File: src/rtl/cbp_pkg.sv
package cbp_pkg;
  localparam int CTL_EN  = 0;
  localparam int CTL_DIR = 1;
  localparam int ST_W    = 12;
  localparam int ST_DONE = 0;
  localparam int ST_BLK  = 1;
  localparam int ST_RACT = 2;
  localparam int ST_REMP = 3;
  localparam int ST_RAV  = 4;
  localparam int ST_RHF  = 5;
  localparam int ST_RFUL = 6;
  localparam int ST_TACT = 7;
  localparam int ST_TEMP = 8;
  localparam int ST_TAV  = 9;
  localparam int ST_THE  = 10;
  localparam int ST_TFUL = 11;
endpackage

File: src/rtl/cbp_fifo.sv
module cbp_fifo #(
  parameter int W     = 32,
  parameter int DEPTH = 16,
  localparam int AW   = $clog2(DEPTH),
  localparam int CNTW = AW + 1
) (
  input  logic            clk,
  input  logic            rst,
  input  logic            push,
  input  logic [W-1:0]    push_data,
  input  logic            pop,
  output logic [W-1:0]    head,
  output logic [CNTW-1:0] level,
  output logic            empty,
  output logic            full
);
  logic [W-1:0]    mem [DEPTH];
  logic [AW-1:0]   rd_ptr;
  logic [CNTW-1:0] cnt;
  logic            do_push, do_pop;
  logic [AW-1:0]   wr_ptr;

  assign empty   = (cnt == '0);
  assign full    = (cnt == CNTW'(DEPTH));
  assign do_push = push && !full;
  assign do_pop  = pop && !empty;
  assign wr_ptr  = rd_ptr + cnt[AW-1:0];
  assign head    = mem[rd_ptr];
  assign level   = cnt;

  always_ff @(posedge clk) begin
    if (do_push) mem[wr_ptr] <= push_data;
  end

  always_ff @(posedge clk) begin
    if (rst) begin
      rd_ptr <= '0;
      cnt    <= '0;
    end else begin
      if (do_pop) rd_ptr <= rd_ptr + 1'b1;
      cnt <= cnt + CNTW'(do_push) - CNTW'(do_pop);
    end
  end


  count_limit_chk: assert property (@(posedge clk) disable iff (rst)
    cnt <= CNTW'(DEPTH));

  empty_pop_chk: assert property (@(posedge clk) disable iff (rst)
    (pop && !push && empty) |=> (cnt == '0));
endmodule

File: src/rtl/cbp_rx_pack.sv
module cbp_rx_pack #(
  parameter int W   = 32,
  localparam int BPW = W / 8,
  localparam int LW  = $clog2(BPW)
) (
  input  logic         clk,
  input  logic         rst,
  input  logic         start,
  input  logic         take,
  input  logic [7:0]   byte_in,
  input  logic         last,
  output logic         push,
  output logic [W-1:0] word
);
  logic [W-1:0]  acc;
  logic [LW-1:0] lane;

  assign word = acc | (W'(byte_in) << (8 * lane));
  assign push = take && (lane == LW'(BPW - 1) || last);

  always_ff @(posedge clk) begin
    if (rst || start) begin
      acc  <= '0;
      lane <= '0;
    end else if (take) begin
      if (push) begin
        acc  <= '0;
        lane <= '0;
      end else begin
        acc  <= word;
        lane <= lane + 1'b1;
      end
    end
  end
endmodule

File: src/rtl/cbp_tx_unpack.sv
module cbp_tx_unpack #(
  parameter int W   = 32,
  localparam int BPW = W / 8,
  localparam int NW  = $clog2(BPW + 1)
) (
  input  logic         clk,
  input  logic         rst,
  input  logic         start,
  input  logic         run,
  input  logic         cnt_nz,
  input  logic         cnt_one,
  input  logic         fifo_empty,
  input  logic [W-1:0] head,
  input  logic         ready,
  output logic         pop,
  output logic         valid,
  output logic [7:0]   data,
  output logic         fire
);
  logic [W-1:0]  sh;
  logic [NW-1:0] left;

  assign valid = run && cnt_nz && (left != '0);
  assign fire  = valid && ready;
  assign data  = sh[7:0];
  assign pop   = run && !fifo_empty &&
                 ((left == '0) ? cnt_nz : (left == NW'(1) && fire && !cnt_one));

  always_ff @(posedge clk) begin
    if (rst || start) begin
      left <= '0;
    end else if (pop) begin
      sh   <= head;
      left <= NW'(BPW);
    end else if (fire) begin
      sh   <= sh >> 8;
      left <= left - 1'b1;
    end
  end


  tx_hold_chk: assert property (@(posedge clk) disable iff (rst)
    (valid && !ready) |=> $stable(data));
endmodule

File: src/rtl/card_byte_packer.sv
module card_byte_packer
  import cbp_pkg::*;
#(
  parameter int WORD_W = 32,
  parameter int DEPTH  = 16,
  parameter int CNT_W  = 16,
  localparam int BSH   = $clog2(WORD_W / 8),
  localparam int WC_W  = CNT_W + 1 - BSH,
  localparam int LVL_W = $clog2(DEPTH) + 1
) (
  input  logic              clk,
  input  logic              rst,
  input  logic              len_wr,
  input  logic [CNT_W-1:0]  len_wdata,
  input  logic              ctl_wr,
  input  logic [7:0]        ctl_wdata,
  output logic [7:0]        ctl_q,
  input  logic              fifo_wr,
  input  logic [WORD_W-1:0] fifo_wdata,
  input  logic              fifo_rd,
  output logic [WORD_W-1:0] fifo_rdata,
  input  logic              sts_rd,
  output logic [ST_W-1:0]   status,
  output logic [CNT_W-1:0]  byte_cnt,
  output logic [WC_W-1:0]   word_cnt,
  input  logic              card_rx_valid,
  input  logic [7:0]        card_rx_data,
  output logic              card_rx_ready,
  output logic              card_tx_valid,
  output logic [7:0]        card_tx_data,
  input  logic              card_tx_ready
);
  logic [CNT_W-1:0]  len_q, cnt_q;
  logic              en, dir, ld, cnt_nz, cnt_one, hold, done_q;
  logic              take, rx_push, tx_pop, tx_fire, sw_push, sw_pop;
  logic              f_push, f_pop, f_empty, f_full, finished;
  logic [WORD_W-1:0] rx_word, f_head, f_wdata;
  logic [LVL_W-1:0]  f_level;

  assign en      = ctl_q[CTL_EN];
  assign dir     = ctl_q[CTL_DIR];
  assign ld      = ctl_wr && ctl_wdata[CTL_EN];
  assign cnt_nz  = (cnt_q != '0);
  assign cnt_one = (cnt_q == CNT_W'(1));

  assign card_rx_ready = en && dir && cnt_nz && !hold && !f_full;
  assign take          = card_rx_ready && card_rx_valid;
  assign sw_push       = fifo_wr && en && !dir && cnt_nz;
  assign sw_pop        = fifo_rd && (dir || !en);
  assign f_push        = rx_push || sw_push;
  assign f_wdata       = rx_push ? rx_word : fifo_wdata;
  assign f_pop         = tx_pop || sw_pop;
  assign finished      = !cnt_nz && f_empty;

  cbp_fifo #(.W(WORD_W), .DEPTH(DEPTH)) u_fifo (
    .clk(clk), .rst(rst), .push(f_push), .push_data(f_wdata), .pop(f_pop),
    .head(f_head), .level(f_level), .empty(f_empty), .full(f_full));

  cbp_rx_pack #(.W(WORD_W)) u_rx (
    .clk(clk), .rst(rst), .start(ld), .take(take), .byte_in(card_rx_data),
    .last(cnt_one), .push(rx_push), .word(rx_word));

  cbp_tx_unpack #(.W(WORD_W)) u_tx (
    .clk(clk), .rst(rst), .start(ld), .run(en && !dir), .cnt_nz(cnt_nz),
    .cnt_one(cnt_one), .fifo_empty(f_empty), .head(f_head),
    .ready(card_tx_ready), .pop(tx_pop), .valid(card_tx_valid),
    .data(card_tx_data), .fire(tx_fire));

  always_ff @(posedge clk) begin
    if (rst) begin
      len_q      <= '0;
      cnt_q      <= '0;
      ctl_q      <= '0;
      hold       <= 1'b0;
      done_q     <= 1'b0;
      fifo_rdata <= '0;
    end else begin
      if (len_wr) len_q <= len_wdata;
      if (ld) cnt_q <= len_q;
      else if (take || tx_fire) cnt_q <= cnt_q - 1'b1;
      if (ctl_wr) ctl_q <= ctl_wdata;
      else if (en && finished) ctl_q[CTL_EN] <= 1'b0;
      if (ld) done_q <= 1'b0;
      else if (en && !cnt_nz) done_q <= 1'b1;
      if (sw_pop && !f_empty) hold <= 1'b1;
      else if (sts_rd) hold <= 1'b0;
      if (fifo_rd) fifo_rdata <= (sw_pop && !f_empty) ? f_head : '0;
    end
  end

  always_comb begin
    logic act;
    act    = en && !finished;
    status = '0;
    status[ST_DONE] = done_q;
    status[ST_BLK]  = done_q;
    status[ST_RACT] = act && dir;
    status[ST_REMP] = act && dir && f_empty;
    status[ST_RAV]  = act && dir && !f_empty;
    status[ST_RHF]  = act && dir && (f_level >= LVL_W'(DEPTH / 2));
    status[ST_RFUL] = act && dir && f_full;
    status[ST_TACT] = act && !dir;
    status[ST_TEMP] = act && !dir && f_empty;
    status[ST_TAV]  = act && !dir && !f_empty;
    status[ST_THE]  = act && !dir && (f_level <= LVL_W'(DEPTH / 2));
    status[ST_TFUL] = act && !dir && f_full;
  end

  assign byte_cnt = cnt_q;
  assign word_cnt = WC_W'(({1'b0, cnt_q} + (CNT_W + 1)'((1 << BSH) - 1)) >> BSH);


  cnt_step_chk: assert property (@(posedge clk) disable iff (rst)
    !ld |=> (cnt_q == $past(cnt_q) || cnt_q == $past(cnt_q) - 1'b1));

  en_clear_chk: assert property (@(posedge clk) disable iff (rst)
    ($fell(ctl_q[CTL_EN]) && !$past(ctl_wr)) |-> ($past(cnt_q) == '0 && $past(f_empty)));

  hold_block_chk: assert property (@(posedge clk) disable iff (rst)
    hold |-> !card_rx_ready);

  zero_idle_chk: assert property (@(posedge clk) disable iff (rst)
    (cnt_q == '0) |-> (!card_rx_ready && !card_tx_valid));
endmodule

File: config.mk
export PLATFORM = sky130hd
export DESIGN_NAME = card_byte_packer
export DESIGN_NICKNAME = d
export VERILOG_FILES = /design/src/rtl/cbp_pkg.sv /design/src/rtl/cbp_fifo.sv /design/src/rtl/cbp_rx_pack.sv /design/src/rtl/cbp_tx_unpack.sv /design/src/rtl/card_byte_packer.sv
export SDC_FILE = /design/constraint.sdc
export NUM_CORES = 1
export LEC_CHECK = 0
export BUFFER_PORTS_ARGS = -buffer_cell sky130_fd_sc_hd__buf_4
export CAP_MARGIN = 20
export CELL_PAD_IN_SITES_DETAIL_PLACEMENT = 0
export CELL_PAD_IN_SITES_GLOBAL_PLACEMENT = 2
export CORE_ASPECT_RATIO = 2
export CORE_UTILIZATION = 49
export DETAILED_ROUTE_END_ITERATION = 10
export MAX_ROUTING_LAYER = met4
export PLACE_DENSITY_LB_ADDON = 0.1
export SLEW_MARGIN = 30
export SYNTH_ARGS = -nofsm -noshare
export SYNTH_HDL_FRONTEND = slang
export SYNTH_SLANG_ARGS = --single-unit
File: constraint.sdc
create_clock -name clk -period 19.1 [get_ports clk]
set_input_delay 5.73 -clock clk [delete_from_list [all_inputs] [get_ports clk]]
set_output_delay 5.73 -clock clk [all_outputs]
set_load 0.01 [all_outputs]
==> results of run 1 <==
## metal layers
metal	global-route usage [%]	wire length (um)	vias to the layer above	part of all wire, %
li1	-	-	6570	-
met1	28.5	24800	7518	37
met2	46.2	37200	461	55
met3	3.62	3340	106	4.9
met4	9.41	2420	0	3.6
met5	-	0	-	0
## worst paths after layout
kind	startpoint	endpoint	slack [ps]	cells past startpoint
worst max-delay path	byte_cnt[1]$_SDFFE_PP0P_	status[10]	10300	8
worst min-delay path	fifo_rdata[31]$_SDFFE_PP0P_	fifo_rdata[31]$_SDFFE_PP0P_	460	2
worst max register to register	u_fifo.level[2]$_SDFF_PP0_	u_fifo.mem[2][30]$_DFFE_PP_	15010	8
worst min register to register	fifo_rdata[31]$_SDFFE_PP0P_	fifo_rdata[31]$_SDFFE_PP0P_	460	2
## worst reg2reg max path, stage by stage (launching register included)
cell and delay [ps]:
dfxtp_1 410, inv_1 110, ha_1 250, nor4bb_2 220, nor4b_2 760, o21ai_1 160
a211o_1 620, nor3_2 640, buf_4 540
## state kept, by name (all words and copies together) (netlist names), named ones only
name,count
byte_cnt,16
ctl_q,8
done_q,1
fifo_rdata,32
hold,1
len_q,16
u_fifo.level,5
u_fifo.mem,512
u_fifo.rd_ptr,4
u_rx.acc,32
u_rx.lane,2
u_tx.left,3
u_tx.sh,32
## cell families after synthesis
family,count (synthesis)
XOR/XNOR,28
multiplexers,192
flip-flops,668
AND/OR/NAND/NOR,312
adder cells (fa/ha/maj),20
AO/OA/AOI/OAI,246
buffers and inverters,132
## cells in the mapped netlist, types with 16 or more instances
cell,n
a21oi_1,85
a22o_1,24
a22oi_1,48
buf_1,18
buf_2,22
clkbuf_1,48
dfxtp_1,124
edfxtp_1,544
ha_1,18
inv_1,16
mux2_4,17
mux2i_1,32
mux4_2,128
nand2_1,85
nor2_1,111
nor3_1,20
o21ai_0,36
## where the power goes
| group | internal [mW] | switching, mW | total (mW) |
|---|---|---|---|
| clock | 0.626 | 0.517 | 1.14 |
| combinational | 0.303 | 0.347 | 0.650 |
| sequential | 1.62 | 0.0500 | 1.67 |
| total | 2.55 | 0.915 | 3.47 |
## metrics by stage
step	area [sq um]	worst slack [ps]
finish	30700	10300
global route	30700	9990
CTS	30600	10210
detailed placement	28800	10250
global placement	28800	10420
floorplan	26800	8830
## layout make-up
type                    instances  share of cell area [%]
well taps                     676                    2.76
clock inverters                33                   0.909
inverters                      16                   0.196
flip-flops and latches        668                    61.4
multi-input cells             798                    24.4
repair buffers                217                    5.37
clock buffers                  72                    5.03
==> metrics.md, run 1 <==
| Metric | Value |
|---|---|
| Synth Area in Simple Gates | 5.88% |
| First-pass GRT wire length | 100 mm |
| Unrepaired setup endpoints after global routing | no |
| Post-CTS Setup Bufs | 0 |
| Clk_skew | 15.3 ps |
| Post-Place Cells | between 2000 and 2500 |
| Setup Viol. Count Final | 0 |
| Net count, final | 1850 |
| Register area share after synthesis | 70.2% |
| Area fraction of the dominant cell type after synthesis | 60.9% |
| Critical-path top delay cell | nand4_1 |
| Die extent in y | 333 um |
| FMAX | 114 MHz |
| Max-slew violations | 0 |
| Post-synthesis mux area share | 13.5% |
| Top cell family by delay on the critical path | simple AND/OR/NAND/NOR gates |
| Number of iterations in the first detailed-routing pass | 5 |
| Count of input and output buffers | ~170 |
| Critical path arrival | 3070 ps |
| Via density | roughly 5.9 |
| Yosys warns | 0 |
| Syn_area_per_cell | between 15 and 20 sq um |
| Total track usage | 25.6% |
| Post-Layout Cell Count | 2480 |
| Worst vdd ir | 0.0854 mV |
| Largest net degree at the start of global routing | 59 |
| Most frequent cells in the layout | edfxtp_1, buf_4, mux4_2 |
| Area occupied by multi-input gates | 7480 sq um |
| Ys async rst share | 0% |
| Die width | 167 um |
| Prevailing post-synth register cell | edfxtp_1 |
| Number of global-route vias before repair | around 15000 |
| Later-pin clock latency in the skew report | 610 ps |
| Final Wtd Congestion | 0.845 |
| Gr ovfl total | 0 |
| DRC errors left | 0 |
| Hold Buf Count CTS | 0 |
| Detailed placer's ending HPWL | 44.2 mm |
| EDFF count, synth | between 500 and 600 |
| Hold crit path type | reg2reg |
| Max-cap viol count | 0 |
| Maximum clock insertion buffer count | 3 |
| Worst Path Buf+Inv | 2 |
| Worst setup SP type | flop |
| Commonest non-fill, non-tap cell in the layout | edfxtp_1 |
| Final setup TNS | 0 ps |
| Yosys top cell by area | edfxtp_1 |
| Layout area overhead | 14.4% |
| Routed length per placed instance | 27.3 um |
| Compound-cell area share of the yosys netlist | 5.94% |
| Relative slew slack | 35.4% |
| Fillers | approximately 4300 |
| Least-Margin Pin Slew | ~970 ps |
| Clock slew at reported path FFs | 70 ps |
| TritonCTS clock tree | yes |
| #FFs+latches synth | 668 |
| Total power | between 3 and 4 mW |
| Crit. End Element | primary output |
| Core area | roughly 54000 sq um |
| Post-Syn Instances | about 1600 |
| Starting Density | 49.5% |
| Top area cells in the synthesized netlist | edfxtp_1, mux4_2, dfxtp_1 |
| CP Class | reg2out |
| Final hold violations | 0 |
| WL final | 67.8 mm |
| Cell Chain, Critical Path | inv_1, ha_1, nor4b_2, nand4_1, nor2_1, nor2_1, o21a_1, buf_4 |
| I/O pin total | 166 |
| Layout cells sized above 1 | 28.3% |
| Num CTS Buffers | 56 |
| Synthesized net count | 1691 |
| Largest family of logic cells by synthesized area | multiplexers |
| CP required | between 10000 and 15000 ps |
| CTS resizes | 0 |
| Post-layout util | 56.6% |
| Ant diodes | 0 |
| FF+latch area | 18800 sq um |
| P_leak | 10.3 nW |
| Mapped cell area | 26800 sq um |
| Initial antenna violation count | 0 |
| Adder-cell area share of the yosys netlist | 0.989% |
| H-tree Lvls | 2 |
| Period minus WS final | ~8800 ps |
| Run status | finished, final reports clean |
| Antenna viol nets, final | 0 |
| Root buf cell | clkbuf_16 |
| Synth unique cells | 69 |
| FP Rows | 121 |
| CTS sink cnt | 668 |
| Hold_ws | 459 ps |
| Crit-path max cell delay | ~480 ps |
| Period utilization | 46.1% |
| Xor and xnor fraction of the mapped netlist area | less than 1% |
| Number of DRC markers in iteration 0 | roughly 1000 |
| P per Cell Area | 113 nW/um^2 |
| Die Area | 55700 sq um |
| CP most frequent cell | nor2_1 |
| Via count of the routed design | between 10000 and 15000 |
| CP max FO | 11 |
No activity file was read; power rests on OpenSTA's default activity.
==> run 2, diff against run 1 <==
--- a/config.mk
+++ b/config.mk
@@ -5,12 +5,13 @@
 export SDC_FILE = /design/constraint.sdc
 export NUM_CORES = 1
 export LEC_CHECK = 0
+export ABC_AREA = 1
 export BUFFER_PORTS_ARGS = -buffer_cell sky130_fd_sc_hd__buf_4
 export CAP_MARGIN = 20
 export CELL_PAD_IN_SITES_DETAIL_PLACEMENT = 0
 export CELL_PAD_IN_SITES_GLOBAL_PLACEMENT = 2
 export CORE_ASPECT_RATIO = 2
-export CORE_UTILIZATION = 49
+export CORE_UTILIZATION = 37
 export DETAILED_ROUTE_END_ITERATION = 10
 export MAX_ROUTING_LAYER = met4
 export PLACE_DENSITY_LB_ADDON = 0.1
==> constraint.sdc (replaced) <==
create_clock -name clk -period 7.31 [get_ports clk]
set_input_delay 2.193 -clock clk [delete_from_list [all_inputs] [get_ports clk]]
set_output_delay 2.193 -clock clk [all_outputs]
set_load 0.01 [all_outputs]
==> metrics.md, run 2 <==
| Metric | Value |
|---|---|
| Syn_area_per_cell | between 10 and 15 sq um |
| CP max FO | 5 |
| Unrepaired setup endpoints after global routing | no |
| Layout cells sized above 1 | 14.9% |
| Via count of the routed design | between 15000 and 20000 |
| Largest family of logic cells by synthesized area | compound AO/OA/AOI/OAI gates |
| Yosys warns | 0 |
| Yosys top cell by area | edfxtp_1 |
| Synth Area in Simple Gates | 13.0% |
| Biggest register | u_fifo.mem |
| Clk_skew | 13.4 ps |
| #FFs+latches synth | around 670 |
| Period minus WS final | approximately 5100 ps |
| Switch share | between 30% and 40% |
| Register area share after synthesis | 67.7% |
| Final hold violations | 0 |
| WL final | 86.8 mm |
| Max-slew violations | 0 |
| Setup Viol. Count Final | 0 |
| Adder-cell area share of the yosys netlist | 0.954% |
| FMAX | roughly 200 MHz |
| Net count, final | around 2700 |
| Max reg flops | a little over 500 |
| Clock Power Share | 34.5% |
| Total power | 9.64 mW |
| Count of input and output buffers | 165 |
| CP Class | reg2out |
| Initial antenna violation count | 0 |
| Via density | 5.32 |
| Detailed placer's ending HPWL | 54.6 mm |
| Starting Density | about 38% |
| FP Rows | 141 |
| Hold crit path type | reg2reg |
| Core area | between 70000 and 80000 sq um |
| P_leak | 10.9 nW |
| Crit. End Element | primary output |
| Total track usage | 23.5% |
| CTS resizes | 0 |
| Maximum clock insertion buffer count | 3 |
| Final Wtd Congestion | 0.811 |
| I/O pin total | 166 |
| Die extent in y | ~390 um |
| Synth unique cells | 42 |
| Ys async rst share | 0% |
| Post-Syn Instances | 2487 |
| Least-Margin Pin Slew | 1090 ps |
| Commonest cells in the netlist | edfxtp_1, nor2_1, o21ai_0 |
| Antenna viol nets, final | 0 |
| Later-pin clock latency in the skew report | ~620 ps |
| Relative slew slack | 27.0% |
| CTS sink cnt | 668 |
| H-tree Lvls | 2 |
| Period utilization | 69.3% |
| Hold Buf Count CTS | 0 |
| Xor and xnor fraction of the mapped netlist area | 0.787% |
| Clock slew at reported path FFs | 70 ps |
| EDFF count, synth | 544 |
| CP required | 5120 ps |
| Commonest non-fill, non-tap cell in the layout | edfxtp_1 |
| Max-cap viol count | 0 |
| Ant diodes | 0 |
| TritonCTS clock tree | yes |
| Root buf cell | clkbuf_16 |
| Int Pwr | 6.70 mW |
| Count leader, synth | edfxtp_1 |
| Prevailing post-synth register cell | edfxtp_1 |
| Compound-cell area share of the yosys netlist | a little over an eighth |
| Flop pwr share | a little under half |
| Synthesized net count | between 2000 and 3000 |
| Routed length per placed instance | 24.3 um |
| Die width | around 200 um |
| Largest net degree at the start of global routing | 187 |
| Post-CTS Setup Bufs | 0 |
| Number of iterations in the first detailed-routing pass | 5 |
| Num CTS Buffers | 59 |
| Mapped cell area | 27800 sq um |
| Gr ovfl total | 0 |
| Most frequent cells in the layout | edfxtp_1, nor2_1, o21ai_0 |
| P per Cell Area | 300 nW/um^2 |
| Worst setup SP type | flop |
| Worst vdd ir | 0.189 mV |
| Top area cells in the synthesized netlist | edfxtp_1, dfxtp_1, nor2_1 |
| Post-synthesis mux area share | 0% |
| Layout area overhead | 15.3% |
| Fillers | ~7000 |
| Number of DRC markers in iteration 0 | ~1400 |
| Final setup TNS | 0 ps |
| Sw Pwr | 2.93 mW |
| Die Area | between 70000 and 80000 sq um |
| Combinational fraction of design power | 20.4% |
| Worst R2R Setup Slack | 3280 ps |
| First-pass GRT wire length | 128 mm |
| Area fraction of the dominant cell type after synthesis | 58.7% |
| Run status | finished, final reports clean |
| DRC errors left | 0 |
| Critical path arrival | 2870 ps |
| Number of global-route vias before repair | 19251 |
[run 2: changes by cell type after synthesis, moves of 51 or more]
cell	before	now
inv_1	16	93
o21ai_0	36	347
nor2_1	111	498
nand3_1	8	81
o211ai_1	4	130
mux4_2	128	0
clkbuf_1	48	99
nand2_1	85	239
[run 2: power by group through the flow]
| stage | Combinational [mW] | Sequential [mW] | Clock (mW) |
|---|---|---|---|
| after floorplan | 1.19 | 4.40 | 0 |
| after global placement | 1.97 | 4.44 | 0 |
| after detailed placement | 1.98 | 4.45 | 0 |
| after CTS | 1.99 | 4.36 | 3.39 |
| after global routing | 2.18 | 4.36 | 3.51 |
| final | 1.96 | 4.34 | 3.33 |
[run 2: path summary, 6_finish.rpt]
kind	from	to	depth (start not counted)
worst max-delay path	byte_cnt[0]$_SDFFE_PP0P_	word_cnt[12]	10
worst max register to register	byte_cnt[0]$_SDFFE_PP0P_	u_fifo.mem[5][23]$_DFFE_PP_	14
worst min register to register	len_q[5]$_SDFFE_PP0P_	len_q[5]$_SDFFE_PP0P_	2
worst min-delay path	len_q[5]$_SDFFE_PP0P_	len_q[5]$_SDFFE_PP0P_	2
[run 2: final cells by class]
class / instances / area [sq um] / share of cell area [%]
clock buffers: 75 / 1600 / 4.98
clock inverters: 34 / 423 / 1.32
inverters: 100 / 385 / 1.20
multi-input cells: 1557 / 8050 / 25.1
flip-flops and latches: 668 / 18800 / 58.7
well taps: 929 / 1160 / 3.62
repair buffers: 210 / 1630 / 5.09
[run 2: critical path, cell delays in order, from the launching register on]
cell and delay, ps:
dfxtp_1 400, inv_1 80, ha_1 280, nor2_1 130, nand2_1 100, nor3_2 250
nand3_1 180, nor3_2 270, nand4_1 210, xor2_1 190, buf_4 150
[run 2: logic make-up (layout without fill, tap and decap cells)]
logic type | Yosys count | count (layout)
and+or+nand+nor | 880 | 880
DFF | 668 | 668
AOI/OAI and AO/OA | 632 | 632
buffers and inverters | 262 | 419
xor gates and xnor gates | 25 | 25
adders and majority gates | 20 | 20
[run 2: layer usage]
metal,track usage (%),up-vias,part of all wire [%]
met3,2.69,113,4.0
met1,25.6,9472,38
met2,43.7,455,55
met4,7.78,0,3.2
li1,-,8980,-
met5,-,-,0
[run 2: stage by stage]
stage | std cells | setup slack (ps) | util, % | instance area, sq um | hold slack [ps]
3_5_place_dp | 3462 | 2010 | 40.5 | 30000 | 445
6_report | 3573 | 2250 | 43.3 | 32100 | 450
2_1_floorplan | 2487 | 2420 | - | 27800 | 429
3_3_place_gp | 3461 | 1800 | 40.5 | 30000 | 443
5_1_grt | 3573 | 2010 | 43.3 | 32100 | 475
4_1_cts | 3571 | 2140 | 43.2 | 32000 | 455
